[config.mk]
export PLATFORM = sky130hd
export DESIGN_NAME = bw_array_mult
export DESIGN_NICKNAME = d
export VERILOG_FILES = /design/src/rtl/bw_mult_pkg.sv /design/src/rtl/bw_half_adder.sv /design/src/rtl/bw_full_adder.sv /design/src/rtl/bw_pp_matrix.sv /design/src/rtl/bw_adder_row.sv /design/src/rtl/bw_array_mult.sv
export SDC_FILE = /design/constraint.sdc
export NUM_CORES = 1
export LEC_CHECK = 0
export BUFFER_PORTS_ARGS = -buffer_cell sky130_fd_sc_hd__buf_4
export CAP_MARGIN = 5
export CORE_MARGIN = 2
export CORE_UTILIZATION = 42
export DETAILED_ROUTE_END_ITERATION = 8
export PLACE_DENSITY = 0.64
export SYNTH_ARGS = -nofsm -noshare
export SYNTH_HDL_FRONTEND = slang
export SYNTH_SLANG_ARGS = --single-unit
[constraint.sdc]
create_clock -name vclk -period 13.7
set_input_delay 1.37 -clock vclk [all_inputs]
set_output_delay 1.37 -clock vclk [all_outputs]
set_load 0.05 [all_outputs]
[src/rtl/bw_mult_pkg.sv]
package bw_mult_pkg;

  // True when the partial product of multiplicand bit col and multiplier
  // bit row must be inverted: exactly one of the two is a sign bit.
  function automatic logic pp_is_inverted(input int row, input int col,
                                          input int width, input bit signed_mode);
    logic row_top;
    logic col_top;
    row_top = (row == width - 1);
    col_top = (col == width - 1);
    return signed_mode && (row_top ^ col_top);
  endfunction

endpackage

[src/rtl/bw_half_adder.sv]
module bw_half_adder (
  input  logic in_x,
  input  logic in_y,
  output logic sum,
  output logic carry
);
  assign sum   = in_x ^ in_y;
  assign carry = in_x & in_y;
endmodule

[src/rtl/bw_full_adder.sv]
module bw_full_adder (
  input  logic in_x,
  input  logic in_y,
  input  logic in_c,
  output logic sum,
  output logic carry
);
  assign sum   = in_x ^ in_y ^ in_c;
  assign carry = (in_x & in_y) | (in_c & (in_x ^ in_y));
endmodule

[src/rtl/bw_pp_matrix.sv]
module bw_pp_matrix
  import bw_mult_pkg::*;
#(
  parameter int WIDTH       = 8,
  parameter bit SIGNED_MODE = 1'b1
) (
  input  logic [WIDTH-1:0]            mcand,
  input  logic [WIDTH-1:0]            mplier,
  output logic [WIDTH-1:0][WIDTH-1:0] pp      // pp[row][col]
);
  for (genvar r = 0; r < WIDTH; r++) begin : g_row
    for (genvar c = 0; c < WIDTH; c++) begin : g_col
      if (pp_is_inverted(r, c, WIDTH, SIGNED_MODE)) begin : g_nand
        assign pp[r][c] = ~(mcand[c] & mplier[r]);
      end else begin : g_and
        assign pp[r][c] = mcand[c] & mplier[r];
      end
    end
  end
endmodule

[src/rtl/bw_adder_row.sv]
module bw_adder_row #(
  parameter int WIDTH = 8
) (
  input  logic [WIDTH-1:0] pp_in,    // partial-product row
  input  logic [WIDTH-1:0] acc_in,   // running sum, already shifted
  output logic [WIDTH-1:0] sum,
  output logic             cout
);
  logic [WIDTH-1:0] carry;

  for (genvar k = 0; k < WIDTH; k++) begin : g_bit
    if (k == 0) begin : g_ha
      bw_half_adder u_ha (
        .in_x (pp_in[k]),
        .in_y (acc_in[k]),
        .sum  (sum[k]),
        .carry(carry[k])
      );
    end else begin : g_fa
      bw_full_adder u_fa (
        .in_x (pp_in[k]),
        .in_y (acc_in[k]),
        .in_c (carry[k-1]),
        .sum  (sum[k]),
        .carry(carry[k])
      );
    end
  end

  assign cout = carry[WIDTH-1];

  // The row must compute an exact (WIDTH+1)-bit sum of its two inputs.
  always_comb begin
    AST_ROW_EXACT: assert ({cout, sum} == ({1'b0, pp_in} + {1'b0, acc_in}))
      else $error("adder row sum mismatch");
  end
endmodule

[src/rtl/bw_array_mult.sv]
module bw_array_mult #(
  parameter int WIDTH       = 8,
  parameter bit SIGNED_MODE = 1'b1
) (
  input  logic [WIDTH-1:0]   op_a,
  input  logic [WIDTH-1:0]   op_b,
  output logic [2*WIDTH-1:0] product
);
  localparam int PW = 2 * WIDTH;
  localparam logic INJECT_ONE = SIGNED_MODE;

  logic [WIDTH-1:0][WIDTH-1:0] pp;
  logic [WIDTH-1:0]            acc_in   [1:WIDTH-1];
  logic [WIDTH-1:0]            row_sum  [1:WIDTH-1];
  logic                        row_cout [1:WIDTH-1];

  bw_pp_matrix #(.WIDTH(WIDTH), .SIGNED_MODE(SIGNED_MODE)) u_pp (
    .mcand (op_a),
    .mplier(op_b),
    .pp    (pp)
  );

  for (genvar r = 1; r < WIDTH; r++) begin : g_rows
    if (r == 1) begin : g_first
      // Row 0 passes its upper bits on; column WIDTH takes the injected one.
      assign acc_in[r] = {INJECT_ONE, pp[0][WIDTH-1:1]};
    end else begin : g_next
      assign acc_in[r] = {row_cout[r-1], row_sum[r-1][WIDTH-1:1]};
    end
    bw_adder_row #(.WIDTH(WIDTH)) u_row (
      .pp_in (pp[r]),
      .acc_in(acc_in[r]),
      .sum   (row_sum[r]),
      .cout  (row_cout[r])
    );
  end

  assign product[0] = pp[0][0];
  for (genvar r = 1; r < WIDTH - 1; r++) begin : g_low
    assign product[r] = row_sum[r][0];
  end
  assign product[PW-2:WIDTH-1] = row_sum[WIDTH-1];
  assign product[PW-1]         = row_cout[WIDTH-1] ^ INJECT_ONE;

  // Reference values for the checks below.
  logic [PW-1:0] ref_signed;
  logic [PW-1:0] ref_unsigned;
  assign ref_signed   = {{WIDTH{op_a[WIDTH-1]}}, op_a} * {{WIDTH{op_b[WIDTH-1]}}, op_b};
  assign ref_unsigned = {{WIDTH{1'b0}}, op_a} * {{WIDTH{1'b0}}, op_b};

  always_comb begin
    if (SIGNED_MODE) begin
      AST_SIGNED_EXACT: assert (product == ref_signed)
        else $error("signed product mismatch");
      if (op_a != '0 && op_b != '0) begin
        AST_SIGN_BIT: assert (product[PW-1] == (op_a[WIDTH-1] ^ op_b[WIDTH-1]))
          else $error("product sign bit wrong");
      end
    end else begin
      AST_UNSIGNED_EXACT: assert (product == ref_unsigned)
        else $error("unsigned product mismatch");
    end
    AST_LOW_BIT: assert (product[0] == (op_a[0] & op_b[0]))
      else $error("product bit 0 wrong");
    if (op_a == '0 || op_b == '0) begin
      AST_ZERO_OPERAND: assert (product == '0)
        else $error("zero operand gave nonzero product");
    end
  end
endmodule

---- Word level (Yosys, flattened, before mapping) ----
Cells that the tools add are included.
storage, ports and cells
  bits of input ports ..................... 16
  output and inout port bits .............. 16
  bits in registers ....................... 0
cells by class
  bitwise operators ....................... 336
operators with widths
  cell               count
  bitwise AND 1 bit  168
  bitwise XOR 1 bit  104
  bitwise OR 1 bit   49
  inverter 1 bit     15

---- Depth between registers and ports, before layout ----
  depth after elaboration ................. 41
  gate-level depth with buffers ........... 28

---- Modules after synthesis ----
From an unflattened synthesis, not the netlist that was laid out.
second synthesis, totals
  cell total of the unflattened synthesis .. 123
  area total of the unflattened synthesis .. 1,446.4 sq um
by module, submodules not included
  module         cells an instance  seq. area each (sq um)  instances  area an instance (sq um)
  bw_full_adder  1                  0.0                     49         20.0
  bw_pp_matrix   65                 0.0                     1          370.4
  bw_half_adder  1                  0.0                     7          12.5
  bw_array_mult  2                  0.0                     1          7.5

---- Least setup slack after synthesis ----
No wires, ideal clock.
  kind .................................... in2out
  start point ............................. input op_b[1]
  end point ............................... output product[14]
  required time ........................... 12.330 ns
  path buffers ............................ 1
  data arrival time ....................... 9.896 ns
  stages on the path ...................... 24
  slack ................................... 2.434 ns
  cells stage by stage .................... and2_1 -> ha_1 -> fa_1 -> fa_1 -> fa_1 -> fa_1 -> fa_1 -> fa_1 -> fa_1 -> fa_1 -> fa_1 -> fa_1 -> fa_1 -> fa_1 -> fa_1 -> fa_1 -> fa_1 -> fa_1 -> fa_1 -> fa_1 -> inv_1 -> fa_1 -> inv_1 -> buf_4
between the ends
  cells in the longest elaborated chain, start to end .. 39
  elaborated cells on any way between the ends .. 250
ends and longest elaborated chain
  what                                                    line                                                        RTL
  start: declaration                                      bw_array_mult.sv:6                                          input logic [WIDTH-1:0] op_b,
  bitwise AND 1 bit                                       bw_pp_matrix.sv:16                                          assign pp[r][c] = mcand[c] & mplier[r];
  bitwise AND 1 bit or bitwise XOR 1 bit (tied branches)  bw_half_adder.sv:8, bw_full_adder.sv:8, bw_full_adder.sv:9
  bitwise AND 1 bit                                       bw_full_adder.sv:9                                          assign carry = (in_x & in_y) | (in_c & (in_x ^ in_y));
  bitwise OR 1 bit                                        bw_full_adder.sv:9
  bitwise AND 1 bit or bitwise XOR 1 bit (tied branches)  bw_full_adder.sv:9, bw_full_adder.sv:8
  bitwise OR 1 bit or bitwise XOR 1 bit (tied branches)   bw_full_adder.sv:9, bw_full_adder.sv:8
  bitwise AND 1 bit or bitwise XOR 1 bit (tied branches)  bw_full_adder.sv:9, bw_full_adder.sv:8
  bitwise OR 1 bit or bitwise XOR 1 bit (tied branches)   bw_full_adder.sv:9, bw_full_adder.sv:8
  [23 not listed]                                         -
  bitwise OR 1 bit, or another cell as far along          bw_full_adder.sv:9
  bitwise AND 1 bit or bitwise XOR 1 bit (tied branches)  bw_full_adder.sv:9, bw_full_adder.sv:8
  bitwise OR 1 bit or bitwise XOR 1 bit (tied branches)   bw_full_adder.sv:9
  bitwise AND 1 bit or bitwise XOR 1 bit (tied branches)  bw_full_adder.sv:9, bw_full_adder.sv:8
  bitwise OR 1 bit or bitwise XOR 1 bit (tied branches)   bw_full_adder.sv:9
  bitwise AND 1 bit                                       bw_full_adder.sv:9
  bitwise OR 1 bit                                        bw_full_adder.sv:9
  bitwise XOR 1 bit (*)                                   bw_full_adder.sv:8                                          assign sum = in_x ^ in_y ^ in_c;
  end: declaration                                        bw_array_mult.sv:7                                          output logic [2*WIDTH-1:0] product
Mark *: on every way between the ends. The rest lies on a longest branch, timed or not.

---- Worst setup path in the final report ----
Same ends and word-level chain as after synthesis.

==> impl_metrics.tcl <==
set metrics [dict create \
    status "finished clean" \
    gp_congestion 0.712 \
    cp_common_cell "fa_1" \
    crit_family "adder cells" \
    met1Wirelength_um 859 \
    design.seq.count 0 \
    fmax_mhz 85.3 \
    crit_type "input port to output port" \
    die_width_um 65.2 \
    ant_nets 0 \
    critPathBufInv 4 \
    vias 1006 \
    rsz0062_at_grt "no" \
    wl_met2_mm 1.44 \
    ctsHoldBuffers 0 \
    area_growth_pct 12.4 \
    syn_area_um2 1570 \
    ys_warn_count 0 \
    synth_area_per_cell_um2 10.7 \
    highest_layer "met3" \
    post_cts_resized 0 \
    dieArea_um2 4250 \
    routed_wirelength_mm 2.37 \
    fin_crit_ns 11.72 \
    cp_slowest_cell "fa_1" \
    seqCellArea_um2 0 \
    fin_nets 239 \
    min_path_type "input port to output port" \
    rows 22 \
    boundaryPins 32 \
    grt_pass1_wl_mm 4.60 \
    synth_area_leaders "fa_1, and2_1, buf_4" \
    fin_ws_ns 1.98 \
    synth.top_cell.area_share_pct 61.1 \
    diodes 0 \
    grt_pass1_vias 1122 \
    yosysMostFrequentCell "fa_1" \
    worst_pin_slew_ns 0.149 \
    dpl_worst_slack_ns 1.92 \
    synth_commonest_cells "fa_1, and2_1, nand2_1" \
    grt_antenna_before_repair 0 \
    cts_setup_buffers 0 \
    dr.pass1.iters 4 \
    ys_types 6 \
    slew_headroom_pct 90.2 \
    crit_path_start_kind "input port" \
    drive_gt1_share_pct 19.4 \
    crit_fanout 8 \
    start_util_pct 43.3 \
    die_y_um 65.2 \
    whs_endpoint "product[0]" \
    hold_start "op_a[0]" \
    finalHoldViolCount 0 \
    overflow 0 \
    met3WireLength_um 75 \
    final_util_pct 48.7 \
    drv_slew 0 \
    yosysSeqAreaShare_pct 0 \
    grt_max_degree 9 \
    fin_setup_tns_ns 0 \
    cp.required_ns 12.33 \
    portBuffers 32 \
    slowest_delay_ns 0.48 \
    hpwl_mm 2.34 \
    synth_top_area_cell "fa_1" \
    setup_viol 0 \
    wl_per_cell_um 11.1 \
    drt_iter0_drc 24 \
    cp.arrival_ns 10.35 \
    cap_violations 0 \
    drc_errors 0 \
    critPathCaptureType "output port" \
    hold_depth 3 \
    synth_nets 219 \
    core_area_um2 3630 \
    grt_usage_pct 13.3 \
    timing.final.crit_share_pct 85.5 \
    viasPerCell 4.72 \
    syn_inst 147 \
    n_clock_buffer 0 \
]
## worst max-delay path by stage
stage | start | endpoint | slack [ns] | depth (start not counted)
global route | op_b[1] | product[14] | 1.65 | 27
global placement | op_b[1] | product[14] | 2.13 | 27
CTS | op_b[1] | product[14] | 1.90 | 25
detailed placement | op_b[1] | product[14] | 1.92 | 25
floorplan | op_b[1] | product[14] | 2.43 | 24
finish | op_b[1] | product[14] | 1.98 | 25
## metrics by stage
stage          std cells  cell area (µm²)  hold WS [ns]
6_report             213             1770          3.17
5_1_grt              213             1770          3.19
4_1_cts              213             1770          3.17
3_5_place_dp         213             1770          3.17
3_3_place_gp         213             1770          3.17
2_1_floorplan        147             1570          3.02
## cell families after synthesis
family,share of synthesized area [%]
buffers and inverters,9.79
adder cells (fa/ha/maj),67.5
AND/OR/NAND/NOR,22.8
## per-layer routing
metal / GRT usage, % / vias up
met4: 0 / 0
met2: 28.6 / 14
met5: 0 / -
li1: - / 458
met1: 15.1 / 534
met3: 0.171 / 0
## final cells by class
| type | count | area [µm²] |
|---|---|---|
| fill | 345 | 1870 |
| multi-input combinational | 120 | 1420 |
| timing repair buffer | 32 | 240 |
| tap | 48 | 60.1 |
| inverter | 13 | 48.8 |
## placed cells by master, fill, tap and decap left out
master    n
buf_4    32
nand2_1  17
fa_1     48
inv_1    13
ha_1      8
and2_1   47
Power is left out: the tool's default activity adds up to more than one toggle a clock period on the data nets, which glitch-free logic cannot reach.
